### config.mk
export PLATFORM = sky130hd
export DESIGN_NAME = cmos_node_tracker
export DESIGN_NICKNAME = d
export VERILOG_FILES = /design/src/rtl/cmos_node_pkg.sv /design/src/rtl/cmos_stack_next.sv /design/src/rtl/cmos_out_edge.sv /design/src/rtl/energy_sat_acc.sv /design/src/rtl/cmos_node_tracker.sv
export SDC_FILE = /design/constraint.sdc
export NUM_CORES = 1
export LEC_CHECK = 0
export BUFFER_PORTS_ARGS = -buffer_cell sky130_fd_sc_hd__buf_2
export CAP_MARGIN = 10
export CORE_ASPECT_RATIO = 2
export CORE_MARGIN = 2
export CORE_UTILIZATION = 40
export CTS_CLUSTER_DIAMETER = 50
export DETAILED_ROUTE_END_ITERATION = 6
export PLACE_DENSITY = 0.65
export SYNTH_ARGS = -nofsm -noshare
export SYNTH_HDL_FRONTEND = slang
export SYNTH_SLANG_ARGS = --single-unit
### constraint.sdc
create_clock -name clk -period 3.35 [get_ports clk]
set_clock_uncertainty 0.15 [all_clocks]
set_input_delay 0.335 -clock clk [delete_from_list [all_inputs] [get_ports clk]]
set_output_delay 0.335 -clock clk [all_outputs]
set_load 0.01 [all_outputs]
### src/rtl/cmos_node_pkg.sv
// Package: shared gate-type encoding and polarity helpers for the
// internal-node tracker. Assumes only NOR and NAND static CMOS gates.
package cmos_node_pkg;

    typedef enum logic {
        GK_NOR  = 1'b0,
        GK_NAND = 1'b1
    } gate_kind_e;

    // Input level that turns a series-stack transistor on.
    function automatic logic series_on_level(input gate_kind_e k);
        return (k == GK_NAND);
    endfunction

    // Value a series-conducting path drives onto its nodes.
    function automatic logic series_node_value(input gate_kind_e k);
        return (k == GK_NOR);
    endfunction

    // Value the parallel network drives onto the output node.
    function automatic logic parallel_out_value(input gate_kind_e k);
        return (k == GK_NAND);
    endfunction

endpackage

### src/rtl/cmos_stack_next.sv
// Module: combinational next-state rule for the node vector.
// Phase one walks up from the rail end while series devices conduct.
// Phase two, when any parallel device conducts, sets the output node and
// walks down from it. Nodes reached by neither walk keep their value.
// Assumes NUM_IN >= 1; bit NUM_IN-1 is the output node.
module cmos_stack_next
    import cmos_node_pkg::*;
#(
    parameter int NUM_IN = 4
) (
    input  gate_kind_e        kind,
    input  logic [NUM_IN-1:0] in_vec,
    input  logic [NUM_IN-1:0] cur_state,
    output logic [NUM_IN-1:0] nxt_state
);
    localparam int OUT_IDX = NUM_IN - 1;

    logic son;
    logic sval;
    logic pval;
    logic par_any;

    // Purpose: derive polarity controls from the gate type.
    always_comb begin
        son     = series_on_level(kind);
        sval    = series_node_value(kind);
        pval    = parallel_out_value(kind);
        par_any = (kind == GK_NAND) ? ~(&in_vec) : (|in_vec);
    end

    // Purpose: apply both conduction walks to the present state.
    always_comb begin
        logic run;
        nxt_state = cur_state;
        run = 1'b1;
        for (int i = 0; i < NUM_IN; i++) begin
            if (run && (in_vec[i] == son)) begin
                nxt_state[i] = sval;
            end else begin
                run = 1'b0;
            end
        end
        if (par_any) begin
            nxt_state[OUT_IDX] = pval;
            run = 1'b1;
            for (int i = OUT_IDX; i >= 1; i--) begin
                if (run && (in_vec[i] == son)) begin
                    nxt_state[i-1] = pval;
                end else begin
                    run = 1'b0;
                end
            end
        end
    end

endmodule

### src/rtl/cmos_out_edge.sv
// Module: registers rise and fall pulses of the output node and the
// charged-source flag for rises. It takes the present and next state in
// the same cycle, so the pulses line up with the registered state.
module cmos_out_edge #(
    parameter int NUM_IN = 4
) (
    input  logic              clk,
    input  logic              rst_n,
    input  logic [NUM_IN-1:0] cur_state,
    input  logic [NUM_IN-1:0] nxt_state,
    output logic              rise_q,
    output logic              fall_q,
    output logic              src_chg_q
);
    localparam int OUT_IDX = NUM_IN - 1;

    logic near_node;

    generate
        if (NUM_IN == 1) begin : g_inv
            assign near_node = 1'b0;
        end else begin : g_stack
            assign near_node = cur_state[NUM_IN-2];
        end
    endgenerate

    // Purpose: register output transition flags.
    always_ff @(posedge clk) begin
        if (!rst_n) begin
            rise_q    <= 1'b0;
            fall_q    <= 1'b0;
            src_chg_q <= 1'b0;
        end else begin
            rise_q    <= ~cur_state[OUT_IDX] & nxt_state[OUT_IDX];
            fall_q    <= cur_state[OUT_IDX] & ~nxt_state[OUT_IDX];
            src_chg_q <= ~cur_state[OUT_IDX] & nxt_state[OUT_IDX] & near_node;
        end
    end

    // the source flag only accompanies a rise.
    a_r7_src_with_rise: assert property (@(posedge clk) disable iff (!rst_n)
        src_chg_q |-> rise_q);

    // rise and fall never coincide.
    a_r5_pulse_exclusive: assert property (@(posedge clk) disable iff (!rst_n)
        !(rise_q && fall_q));

endmodule

### src/rtl/energy_sat_acc.sv
// Module: saturating energy accumulator. Adds the weight on every cycle
// where add_en is high. Assumes ACC_W > WT_W.
module energy_sat_acc #(
    parameter int WT_W  = 16,
    parameter int ACC_W = 32
) (
    input  logic             clk,
    input  logic             rst_n,
    input  logic             add_en,
    input  logic [WT_W-1:0]  weight,
    output logic [ACC_W-1:0] total_q
);
    localparam int PAD_W = ACC_W + 1 - WT_W;

    logic [ACC_W:0] sum;

    // Purpose: form the widened sum so a carry marks overflow.
    always_comb begin
        sum = {1'b0, total_q} + {{PAD_W{1'b0}}, weight};
    end

    // Purpose: update the total, clamping at all-ones.
    always_ff @(posedge clk) begin
        if (!rst_n) begin
            total_q <= '0;
        end else if (add_en) begin
            total_q <= sum[ACC_W] ? {ACC_W{1'b1}} : sum[ACC_W-1:0];
        end
    end

    // the total never decreases, so it cannot wrap.
    a_r10_no_wrap: assert property (@(posedge clk) disable iff (!rst_n)
        total_q >= $past(total_q));

endmodule

### src/rtl/cmos_node_tracker.sv
// Module: top of the internal-node tracker. Holds the node-state register,
// derives the next state from the conduction rules, and reports transitions
// and accumulated switching energy. Assumes NUM_IN in 1..8 and that
// gate_nand is steady during reset.
module cmos_node_tracker
    import cmos_node_pkg::*;
#(
    parameter int NUM_IN = 4,
    parameter int WT_W   = 16,
    parameter int ACC_W  = 32
) (
    input  logic              clk,
    input  logic              rst_n,
    input  logic              gate_nand,
    input  logic [NUM_IN-1:0] in_vec,
    input  logic [WT_W-1:0]   energy_wt,
    output logic [NUM_IN-1:0] node_state,
    output logic              out_rise,
    output logic              out_fall,
    output logic              rise_from_charged,
    output logic [ACC_W-1:0]  energy_total
);
    localparam int OUT_IDX = NUM_IN - 1;
    localparam logic [NUM_IN-1:0] NAND_RST = NUM_IN'(1) << OUT_IDX;
    localparam logic [NUM_IN-1:0] NOR_RST  = {NUM_IN{1'b1}};

    gate_kind_e        kind;
    logic [NUM_IN-1:0] state_q;
    logic [NUM_IN-1:0] state_d;
    logic              out_toggle;

    assign kind = gate_kind_e'(gate_nand);

    cmos_stack_next #(.NUM_IN(NUM_IN)) u_next (
        .kind      (kind),
        .in_vec    (in_vec),
        .cur_state (state_q),
        .nxt_state (state_d)
    );

    // Purpose: hold the node state; reset to the all-zero-input settle point.
    always_ff @(posedge clk) begin
        if (!rst_n) begin
            state_q <= gate_nand ? NAND_RST : NOR_RST;
        end else begin
            state_q <= state_d;
        end
    end

    assign out_toggle = state_d[OUT_IDX] ^ state_q[OUT_IDX];

    cmos_out_edge #(.NUM_IN(NUM_IN)) u_edge (
        .clk       (clk),
        .rst_n     (rst_n),
        .cur_state (state_q),
        .nxt_state (state_d),
        .rise_q    (out_rise),
        .fall_q    (out_fall),
        .src_chg_q (rise_from_charged)
    );

    energy_sat_acc #(.WT_W(WT_W), .ACC_W(ACC_W)) u_energy (
        .clk     (clk),
        .rst_n   (rst_n),
        .add_en  (out_toggle),
        .weight  (energy_wt),
        .total_q (energy_total)
    );

    assign node_state = state_q;

    // a rise pulse appears with the output bit newly set.
    a_r5_rise_tracks_out: assert property (@(posedge clk) disable iff (!rst_n)
        out_rise |-> (state_q[OUT_IDX] && !$past(state_q[OUT_IDX])));

    // a fall pulse appears with the output bit newly cleared.
    a_r5_fall_tracks_out: assert property (@(posedge clk) disable iff (!rst_n)
        out_fall |-> (!state_q[OUT_IDX] && $past(state_q[OUT_IDX])));

    // without a transition the energy total holds.
    a_r9_energy_hold: assert property (@(posedge clk) disable iff (!rst_n)
        (!out_rise && !out_fall) |-> (energy_total == $past(energy_total)));

endmodule

==> run summary, run 1 <==
Psw = 0.571 mW
Clock transition at path regs = 0.06 ns
H-tree lvl count = 2
routability cong. = 0.879
floorplan row count = 42
reg2reg end = u_energy.total_q[26]
Critical Path End = u_energy.total_q[26]
syn avg cell area = 8.34 µm²
register area share after synthesis = 29.5%
io pins = 62
critical path type = input pin to flip-flop
max frequency = 371 MHz
total track usage = 20.2%
first drt pass iteration count = 4
period utilization = 80.6%
status = finished, final reports clean
WP buf/inv = 2
final hold viol count = 0
Post-CTS Setup Bufs = 0
DRC violations left = 0
post-synthesis async set-or-reset flop share = 0%
Max Transition Viols Final = 0
Post-synth EDFFs = 0
Cell Pwr Density = 532 mW/mm²
commonest non-fill, non-tap cell in the layout = buf_2
Die X = 61.5 µm
root buffer cell = clkbuf_16
die area = 0.00731 mm²
ANT nets after route = 0
I/O Buffers = 61
first-pass GRT wire length = 11600 µm
Clock Latency Late Sink = 0.29 ns
share of cells above drive strength 1 = 24.1%
Setup crit start kind = input pin
DRT Wirelength = 6970 µm
clk sinks = 39
number of buffers created by CTS = 5
Crit Path Max Fanout = 7
Flop pwr share = 32.3%
Setup WS pre-CTS = 0.360 ns
GRT overflow = 0
Syn Nets = 359
flop-to-flop setup slack = 0.74 ns
Unique masters post-synth = 61
number of global-route vias before repair = 2583
Wirelength per Cell = 15.1 µm
area growth from synthesis to layout = 19.2%
crit path DAT = 2.70 ns
initial antenna violation count = 0
worst slew pin tran = 0.623 ns
largest net degree at the start of global routing = 27
Pint = 1.10 mW
kind of cell adding the most delay to the critical path = simple AND/OR/NAND/NOR gates
Post-Syn Area = 0.00264 mm²
leading area contributor after synthesis = dfxtp_1
Nets = 415
required time worst endpoint = 3.35 ns
reg2reg start = u_energy.total_q[0]
Hold Crit Class = input pin to flip-flop
Core ar. = 0.00652 mm²
CP peak stage delay = 0.33 ns
max_slew headroom = 58.4%
# setup viols final = 0
Leak Pwr = 1.37 nW
synth top area cells = dfxtp_1, ha_1, a21oi_1
slowest library cell on the worst path = or2_2
number of buffers on the longest clock path = 2
area fraction of the dominant cell type after synthesis = 29.5%
setup_tns = 0 ns
sequence of cells on the critical path = buf_2 > nor4_1 > o21ai_0 > inv_1 > ha_1 > nand3b_1 > a21o_1 > or2_2 > mux2_2 > a221oi_1 > a21oi_1
Filler cells = 677
yosys warns = 0
post-route minimum period = 2.70 ns
HPWL after DPL = 5150 µm
Max IR drop VDD = 0.300 mV
#FFs+latches synth = 39
cts hold-fix bufs = 0
Comb pwr share = 34.5%
R2R depth = 8
Die H = 119 µm
Post-Syn Instances = 317
crit path setup slack, layout = 0.651 ns
sw frac = 34.1%
CP Capture Type = flip-flop
post_cts resized = 0
First DRT Iteration DRCs = 129
CTS tree = yes
unrepaired setup endpoints after global routing = no
DR vias = 2693
final core utilization = 48.3%
Levels on crit path = 11
clock share of power = 33.2%
vias per inst = 5.83
most frequent cells in the layout = buf_2, dfxtp_1, a21oi_1
Critical Path Source = in_vec[0]
initial core utilization = 40.6%
Antenna Cells = 0
Synth Flop Type = dfxtp_1
Max Cap Viol = 0
## Yosys cell counts (7+ instances only)
master	n
nand4_1	8
xnor2_1	8
nand2_1	20
a21oi_1	37
dfxtp_1	39
a31oi_1	10
xor2_1	9
nand3_1	8
inv_1	7
o21ai_0	32
nor2_1	12
ha_1	18
a21o_1	9
nor3_1	7
## worst min path at each step
| stage | from | depth (start not counted) | slack [ns] | end |
|---|---|---|---|---|
| finish | gate_nand | 2 | 0.17 | node_state[1] |
| global route | gate_nand | 2 | 0.17 | node_state[1] |
| CTS | gate_nand | 2 | 0.17 | node_state[1] |
| detailed placement | u_energy.total_q[31] | 2 | 0.36 | u_energy.total_q[31] |
| global placement | u_energy.total_q[23] | 2 | 0.35 | u_energy.total_q[23] |
| floorplan | gate_nand | 1 | 0.28 | node_state[2] |
## power groups by stage
stage	Clock, mW	Combinational [mW]	Sequential [mW]
2_1_floorplan	0	0.411	0.570
3_3_place_gp	0	0.569	0.550
3_5_place_dp	0	0.575	0.553
4_1_cts	0.565	0.581	0.542
5_1_grt	0.583	0.656	0.548
6_report	0.556	0.578	0.542
## routing by layer
metal / vias up / GRT usage, % / share of wire (%) / routed length [µm]
met2: 103 / 32.9 / 49 / 3430
met4: 0 / 7.58 / 1.7 / 120
met1: 1251 / 25.6 / 44 / 3060
li1: 1324 / - / - / -
met5: - / 0 / 0 / 0
met3: 15 / 3.26 / 5.1 / 354
## sequential cells by signal, summed over array words and instances (netlist names)
| name | flops |
|---|---|
| u_energy.total_q | 32 |
| node_state | 4 |
| u_edge.fall_q | 1 |
| u_edge.rise_q | 1 |
| u_edge.src_chg_q | 1 |
## layout make-up
| cell class | count | area [µm²] | area share, % |
|---|---|---|---|
| timing repair buffer | 65 | 335 | 10.6 |
| sequential | 39 | 781 | 24.8 |
| inverter | 7 | 26.3 | 0.834 |
| clock inverter | 3 | 43.8 | 1.39 |
| tap | 88 | 110 | 3.49 |
| multi-input combinational | 255 | 1730 | 54.9 |
| clock buffer | 5 | 125 | 3.97 |
## worst reg2reg max path, cell delays in order, from the launching register on
cell      delay [ns]
dfxtp_1         0.32
ha_1            0.21
fa_1            0.41
a21o_1          0.23
a221o_1         0.39
nand4_1         0.22
nand3b_1        0.17
a221oi_1        0.26
a21oi_1         0.10
## metrics by stage
step,cell area (µm²),cells,hold slack (ns),total power [mW]
finish,3150,462,0.174,1.68
global route,3150,462,0.174,1.79
CTS,3150,462,0.169,1.69
detailed placement,2980,454,0.361,1.13
global placement,2980,454,0.350,1.12
floorplan,2640,317,0.277,0.981
## logic make-up (layout without fill, tap and decap cells)
family	Yosys count	after routing	synth area share [%]
adder cells (fa/ha/maj)	19	19	9.28
XOR/XNOR	17	17	5.63
AO/OA/AOI/OAI	129	129	31.4
multiplexers	4	4	1.56
buffers and inverters	23	80	5.06
AND/OR/NAND/NOR	86	86	17.5
flip-flops	39	39	29.5
No activity file was read; power rests on OpenSTA's default activity.
==> inputs of run 2 (changes only) <==
==> constraint.sdc (replaced) <==
create_clock -name clk -period 2.52 [get_ports clk]
set_clock_uncertainty 0.15 [all_clocks]
set_input_delay 0.252 -clock clk [delete_from_list [all_inputs] [get_ports clk]]
set_output_delay 0.252 -clock clk [all_outputs]
set_load 0.01 [all_outputs]
==> run 2 against run 1 <==
Critical path depth fell by 3. Clock power rose by 26%. Cell count rose by 6.1%. Sequential power rose by 35%. Worst setup slack got worse by 0.59 ns. Sequential share of layout area fell by 2.5 points. Wire length rose by 8.0%. Critical endpoint is now u_energy.total_q[30]. Largest cell class unchanged. Highest routed layer unchanged.
==> run summary, run 2 (synthesized netlist as in run 1, its figures left out) <==
status = finished, final reports clean (unchanged)
commonest non-fill, non-tap cell in the layout = buf_2 (unchanged)
uppermost routed layer = met4 (unchanged)
Die H = 119 µm (unchanged)
DRC violations left = 0 (unchanged)
Placed Area = 0.00317 mm² (was 0.00298 mm²)
number of buffers on the longest clock path = 2 (unchanged)
Cell Pwr Density = 671 mW/mm² (was 532 mW/mm²)
Hold Crit Class = input pin to flip-flop (unchanged)
H-tree lvl count = 2 (unchanged)
root buffer cell = clkbuf_16 (unchanged)
number of global-route vias before repair = 2733 (was 2583)
die area = 0.00731 mm² (unchanged)
Wirelength per Cell = 15.4 µm (was 15.1 µm)
HPWL after DPL = 5490 µm (was 5150 µm)
io pins = 62 (unchanged)
dpl cells = 476 (was 454)
final hold viol count = 0 (unchanged)
vias per inst = 5.69 (was 5.83)
clk sinks = 39 (unchanged)
unrepaired setup endpoints after global routing = yes (was no)
WL met1 = 3220 µm (was 3060 µm)
required time worst endpoint = 2.52 ns (was 3.35 ns)
total track usage = 21.3% (was 20.2%)
DR vias = 2790 (was 2693)
Core ar. = 0.00652 mm² (unchanged)
worst slew pin tran = 0.550 ns (was 0.623 ns)
number of buffers created by CTS = 5 (unchanged)
cts hold-fix bufs = 0 (unchanged)
Max Cap Viol = 0 (unchanged)
CP Capture Type = flip-flop (unchanged)
max_slew headroom = 63.3% (was 58.4%)
max frequency = 407 MHz
crit path DAT = 2.45 ns (was 2.70 ns)
initial core utilization = 40.6% (unchanged)
Design Area, Final = 0.00352 mm² (was 0.00315 mm²)
routability cong. = 0.910 (was 0.879)
met2 wire length = 3750 µm (was 3430 µm)
GRT overflow = 0 (unchanged)
first-pass GRT wire length = 12500 µm (was 11600 µm)
period utilization = 97.5%
initial antenna violation count = 0 (unchanged)
Filler cells = 632 (was 677)
CTS tree = yes (unchanged)
fin cells = 490 (was 462)
flop-to-flop setup slack = 0.06 ns (was 0.74 ns)
max reg flops = 32 (unchanged)
Multi-input gate area = 0.00189 mm² (was 0.00173 mm²)
Setup crit start kind = flip-flop (was input pin)
area growth from synthesis to layout = 33.0% (was 19.2%)
Leak Pwr = 1.51 nW (was 1.37 nW)
Die X = 61.5 µm (unchanged)
share of cells above drive strength 1 = 33.8% (was 24.1%)
Crit Path Max Fanout = 6 (was 7)
floorplan row count = 42 (unchanged)
critical path type = flip-flop to flip-flop (was input pin to flip-flop)
Clock Latency Late Sink = 0.28 ns (was 0.29 ns)
Antenna Cells = 0 (unchanged)
I/O Buffers = 61 (unchanged)
Max Transition Viols Final = 0 (unchanged)
largest net degree at the start of global routing = 27 (unchanged)
first drt pass iteration count = 4 (unchanged)
crit path setup slack, layout = 0.0638 ns (was 0.651 ns)
FF/Latch Area = 782 µm² (was 781 µm²)
First DRT Iteration DRCs = 133 (was 129)
met3 wire length = 367 µm (was 354 µm)
# setup viols final = 0 (unchanged)
post-route minimum period = 2.46 ns
ANT nets after route = 0 (unchanged)
setup_tns = 0 ns (unchanged)
DRT Wirelength = 7530 µm (was 6970 µm)
Clock transition at path regs = 0.06 ns (about the same)
Setup WS pre-CTS = -0.159 ns (was 0.360 ns)
Nets = 444 (was 415)
Max IR drop VDD = 0.413 mV (was 0.300 mV)
most frequent cells in the layout = buf_2, dfxtp_1, a21oi_1 (unchanged)
Top reg by flops = u_energy.total_q (unchanged)
[run 2: what timing repair did]
item / 4_1_cts / 5_1_grt
gates resized for setup: 4 / 18
endpoints found under the setup margin: 2 / 31
cloned: 0 / 0
setup buffers: 0 / 7
pin swaps: 0 / 9
[run 2: path summary, 6_finish.rpt]
| path | start | to | cells after the start |
|---|---|---|---|
| worst max-delay path | u_energy.total_q[12] | u_energy.total_q[30] | 8 |
| worst min-delay path | gate_nand | node_state[1] | 3 |
| worst max register to register | u_energy.total_q[12] | u_energy.total_q[30] | 8 |
| worst min register to register | node_state[2] | u_edge.src_chg_q | 1 |
[run 2: cell type report]
class / count / area share (%)
clock inverters: 1 / 0.854
multi-input cells: 255 / 53.6
repair buffers: 94 / 15.7
well taps: 88 / 3.13
flip-flops and latches: 39 / 22.2
inverters: 7 / 0.747
clock buffers: 6 / 3.66
[run 2: routing by layer]
metal / track usage, % / up-vias
li1: - / 1373
met1: 27.4 / 1304
met2: 35.2 / 96
met3: 2.93 / 17
met4: 6.78 / 0
met5: 0 / -
[run 2: where the power goes]
group | internal [mW] | switching, mW | leakage (nW)
clock | 0.462 | 0.241 | 0.0769
combinational | 0.433 | 0.493 | 1.12
sequential | 0.677 | 0.0538 | 0.320
[run 2: critical path, stage by stage, from the launching register on]
cell and delay [ns]:
dfxtp_1 0.32, ha_1 0.41, and2_1 0.22, and3_1 0.21, nand4_1 0.20, buf_4 0.20
a311oi_1 0.38, xnor2_1 0.17, a21oi_1 0.08
[run 2: per-stage QoR]
step           total power, mW  util [%]  hold slack, ns
3_3_place_gp              1.56      48.6           0.354
2_1_floorplan             1.31         -           0.194
4_1_cts                   2.30      51.5           0.167
5_1_grt                   2.51      54.0           0.203
3_5_place_dp              1.57      48.6           0.367
6_report                  2.36      54.0           0.167
==> inputs of run 3 (changes only) <==
==> constraint.sdc (replaced) <==
create_clock -name clk -period 3.2 [get_ports clk]
set_clock_uncertainty 0.15 [all_clocks]
set_input_delay 0.32 -clock clk [delete_from_list [all_inputs] [get_ports clk]]
set_output_delay 0.32 -clock clk [all_outputs]
set_load 0.01 [all_outputs]
==> run 3 against run 2 <==
Via count shrank 3.5%. Clock power fell by 30%. Worst setup slack improved by 0.49 ns. Sequential share of layout area rose by 2.8 points. Total power shrank 30%. Cell area down 11%. Clock-buffer cell count stayed put. Wire length down 7.5%. Cell count is 5.7% lower. Die area unchanged. Critical path type is now input pin to flip-flop. Largest power group unchanged.
==> run summary, run 3 (synthesized netlist as in run 1, its figures left out) <==
Filler cells = 687 (was 632)
max reg flops = 32 (unchanged)
Nets = 415 (was 444)
Hold Crit Class = input pin to flip-flop (unchanged)
critical path type = input pin to flip-flop (was flip-flop to flip-flop)
HP Start = in_vec[0] (was gate_nand)
clk sinks = 39 (unchanged)
Max IR drop VDD = 0.289 mV (was 0.413 mV)
max_slew headroom = 58.1% (was 63.3%)
final hold viol count = 0 (unchanged)
busiest layer in global routing = met2 (unchanged)
area growth from synthesis to layout = 18.1% (was 33.0%)
H-tree lvl count = 2 (unchanged)
WP buf/inv = 2 (was 1)
FF/Latch Area = 781 µm² (was 782 µm²)
Max Transition Viols Final = 0 (unchanged)
io pins = 62 (unchanged)
Top reg by flops = u_energy.total_q (unchanged)
status = finished, final reports clean (unchanged)
share of cells above drive strength 1 = 23.8% (was 33.8%)
Crit Path Max Fanout = 8 (was 6)
First DRT Iteration DRCs = 136 (was 133)
Design Area, Final = 0.00312 mm² (was 0.00352 mm²)
kind of cell adding the most delay to the critical path = compound AO/OA/AOI/OAI gates (was simple AND/OR/NAND/NOR gates)
Leak Pwr = 1.36 nW (was 1.51 nW)
Setup crit start kind = input pin (was flip-flop)
first-pass GRT wire length = 11600 µm (was 12500 µm)
post-route minimum period = 2.64 ns
Max Cap Viol = 0 (unchanged)
number of buffers on the longest clock path = 2 (unchanged)
post_cts resized = 0 (was 4)
HPWL after DPL = 5150 µm (was 5490 µm)
required time worst endpoint = 3.19 ns (was 2.52 ns)
Clock transition at path regs = 0.06 ns (about the same)
CTS tree = yes (unchanged)
die area = 0.00731 mm² (unchanged)
met3 Resource Use GR = 3.04% (was 2.93%)
Wirelength per Cell = 15.1 µm (was 15.4 µm)
unrepaired setup endpoints after global routing = no (was yes)
CP Capture Type = flip-flop (unchanged)
I/O Buffers = 61 (unchanged)
commonest non-fill, non-tap cell in the layout = buf_2 (unchanged)
hold endpoint = node_state[0] (was node_state[1])
Core ar. = 0.00652 mm² (unchanged)
GRT met2 Usage = 32.4% (was 35.2%)
Post-CTS Setup Bufs = 0 (unchanged)
max frequency = 378 MHz
GRT overflow = 0 (unchanged)
Worst Hold Depth = 2 (was 3)
floorplan row count = 42 (unchanged)
number of buffers created by CTS = 5 (unchanged)
Clock Latency Late Sink = 0.29 ns (was 0.28 ns)
crit path DAT = 2.64 ns (was 2.45 ns)
total track usage = 20.2% (was 21.3%)
vias per inst = 5.82 (was 5.69)
cts hold-fix bufs = 0 (unchanged)
CP peak stage delay = 0.33 ns (was 0.41 ns)
reg2reg start = u_energy.total_q[0] (was u_energy.total_q[12])
M1 GR Usage = 26.5% (was 27.4%)
reg2reg end = u_energy.total_q[26] (was u_energy.total_q[30])
largest net degree at the start of global routing = 27 (unchanged)
root buffer cell = clkbuf_16 (unchanged)
flop-to-flop setup slack = 0.60 ns (was 0.06 ns)
sequence of cells on the critical path = buf_2 > nor4_1 > o21ai_0 > inv_1 > ha_1 > nand3b_1 > a21o_1 > or2_2 > mux2_2 > a221oi_1 > a21oi_1 (was ha_1 > and2_1 > and3_1 > nand4_1 > buf_4 > a311oi_1 > xnor2_1 > a21oi_1)
ANT nets after route = 0 (unchanged)
first drt pass iteration count = 4 (unchanged)
initial antenna violation count = 0 (unchanged)
# setup viols final = 0 (unchanged)
DR vias = 2691 (was 2790)
Placed Area = 0.00298 mm² (was 0.00317 mm²)
number of global-route vias before repair = 2454 (was 2733)
DRT Wirelength = 6960 µm (was 7530 µm)
initial core utilization = 40.6% (unchanged)
Die H = 119 µm (unchanged)
setup_tns = 0 ns (unchanged)
Die X = 61.5 µm (unchanged)
Multi-input gate area = 0.00173 mm² (was 0.00189 mm²)
Antenna Cells = 0 (unchanged)
DRC violations left = 0 (unchanged)
R2R depth = 8 (unchanged)
period utilization = 82.6%
most frequent cells in the layout = buf_2, dfxtp_1, a21oi_1 (unchanged)
routability cong. = 0.901 (was 0.910)
slowest library cell on the worst path = or2_2 (was ha_1)
worst slew pin tran = 0.627 ns (was 0.550 ns)
Cell Pwr Density = 533 mW/mm² (was 671 mW/mm²)
## run 3: cell count changes in the layout (fill, tap and decap cells not counted), moves of 2 or more
| cell | before | now |
|---|---|---|
| buf_4 | 33 | 4 |
| ha_1 | 10 | 18 |
| ha_4 | 7 | 0 |
| a211oi_1 | 4 | 6 |
| nor4_1 | 0 | 2 |
| o21ai_0 | 30 | 32 |
| o21ai_1 | 2 | 0 |
## run 3: how the worst max path moves through the flow
stage | from | to | slack (ns) | cells after the start
floorplan | in_vec[1] | u_energy.total_q[26] | 0.30 | 12
global placement | in_vec[0] | u_energy.total_q[26] | 0.33 | 11
detailed placement | in_vec[1] | u_energy.total_q[26] | 0.26 | 11
CTS | in_vec[2] | u_energy.total_q[26] | 0.56 | 11
global route | in_vec[1] | u_energy.total_q[26] | 0.37 | 11
finish | in_vec[2] | u_energy.total_q[26] | 0.56 | 11
## run 3: final cells by class
| cell class | instances | area share (%) |
|---|---|---|
| repair buffers | 65 | 10.7 |
| inverters | 7 | 0.841 |
| well taps | 88 | 3.53 |
| clock inverters | 2 | 0.401 |
| flip-flops and latches | 39 | 25.0 |
| multi-input cells | 255 | 55.4 |
| clock buffers | 6 | 4.13 |
## run 3: metrics by stage
step | power (mW) | util, % | instances | worst slack (ns) | hold WS (ns)
2_1_floorplan | 1.03 | - | 317 | 0.301 | 0.262
4_1_cts | 1.67 | 47.9 | 462 | 0.560 | 0.163
3_3_place_gp | 1.17 | 45.8 | 454 | 0.328 | 0.356
5_1_grt | 1.78 | 47.9 | 462 | 0.371 | 0.178
3_5_place_dp | 1.18 | 45.8 | 454 | 0.259 | 0.357
6_report | 1.66 | 47.9 | 462 | 0.558 | 0.166
## run 3: routing by layer
layer,vias up,routed length (µm)
li1,1321,-
met2,81,3450
met1,1276,3040
met3,13,330
met5,-,0
met4,0,144
## run 3: power breakdown
part	leakage [nW]	internal (mW)	switching, mW	total (mW)
logic	0.970	0.256	0.352	0.608
clock network	0.0669	0.288	0.200	0.488
registers	0.320	0.533	0.0350	0.568
total	1.36	1.08	0.587	1.66
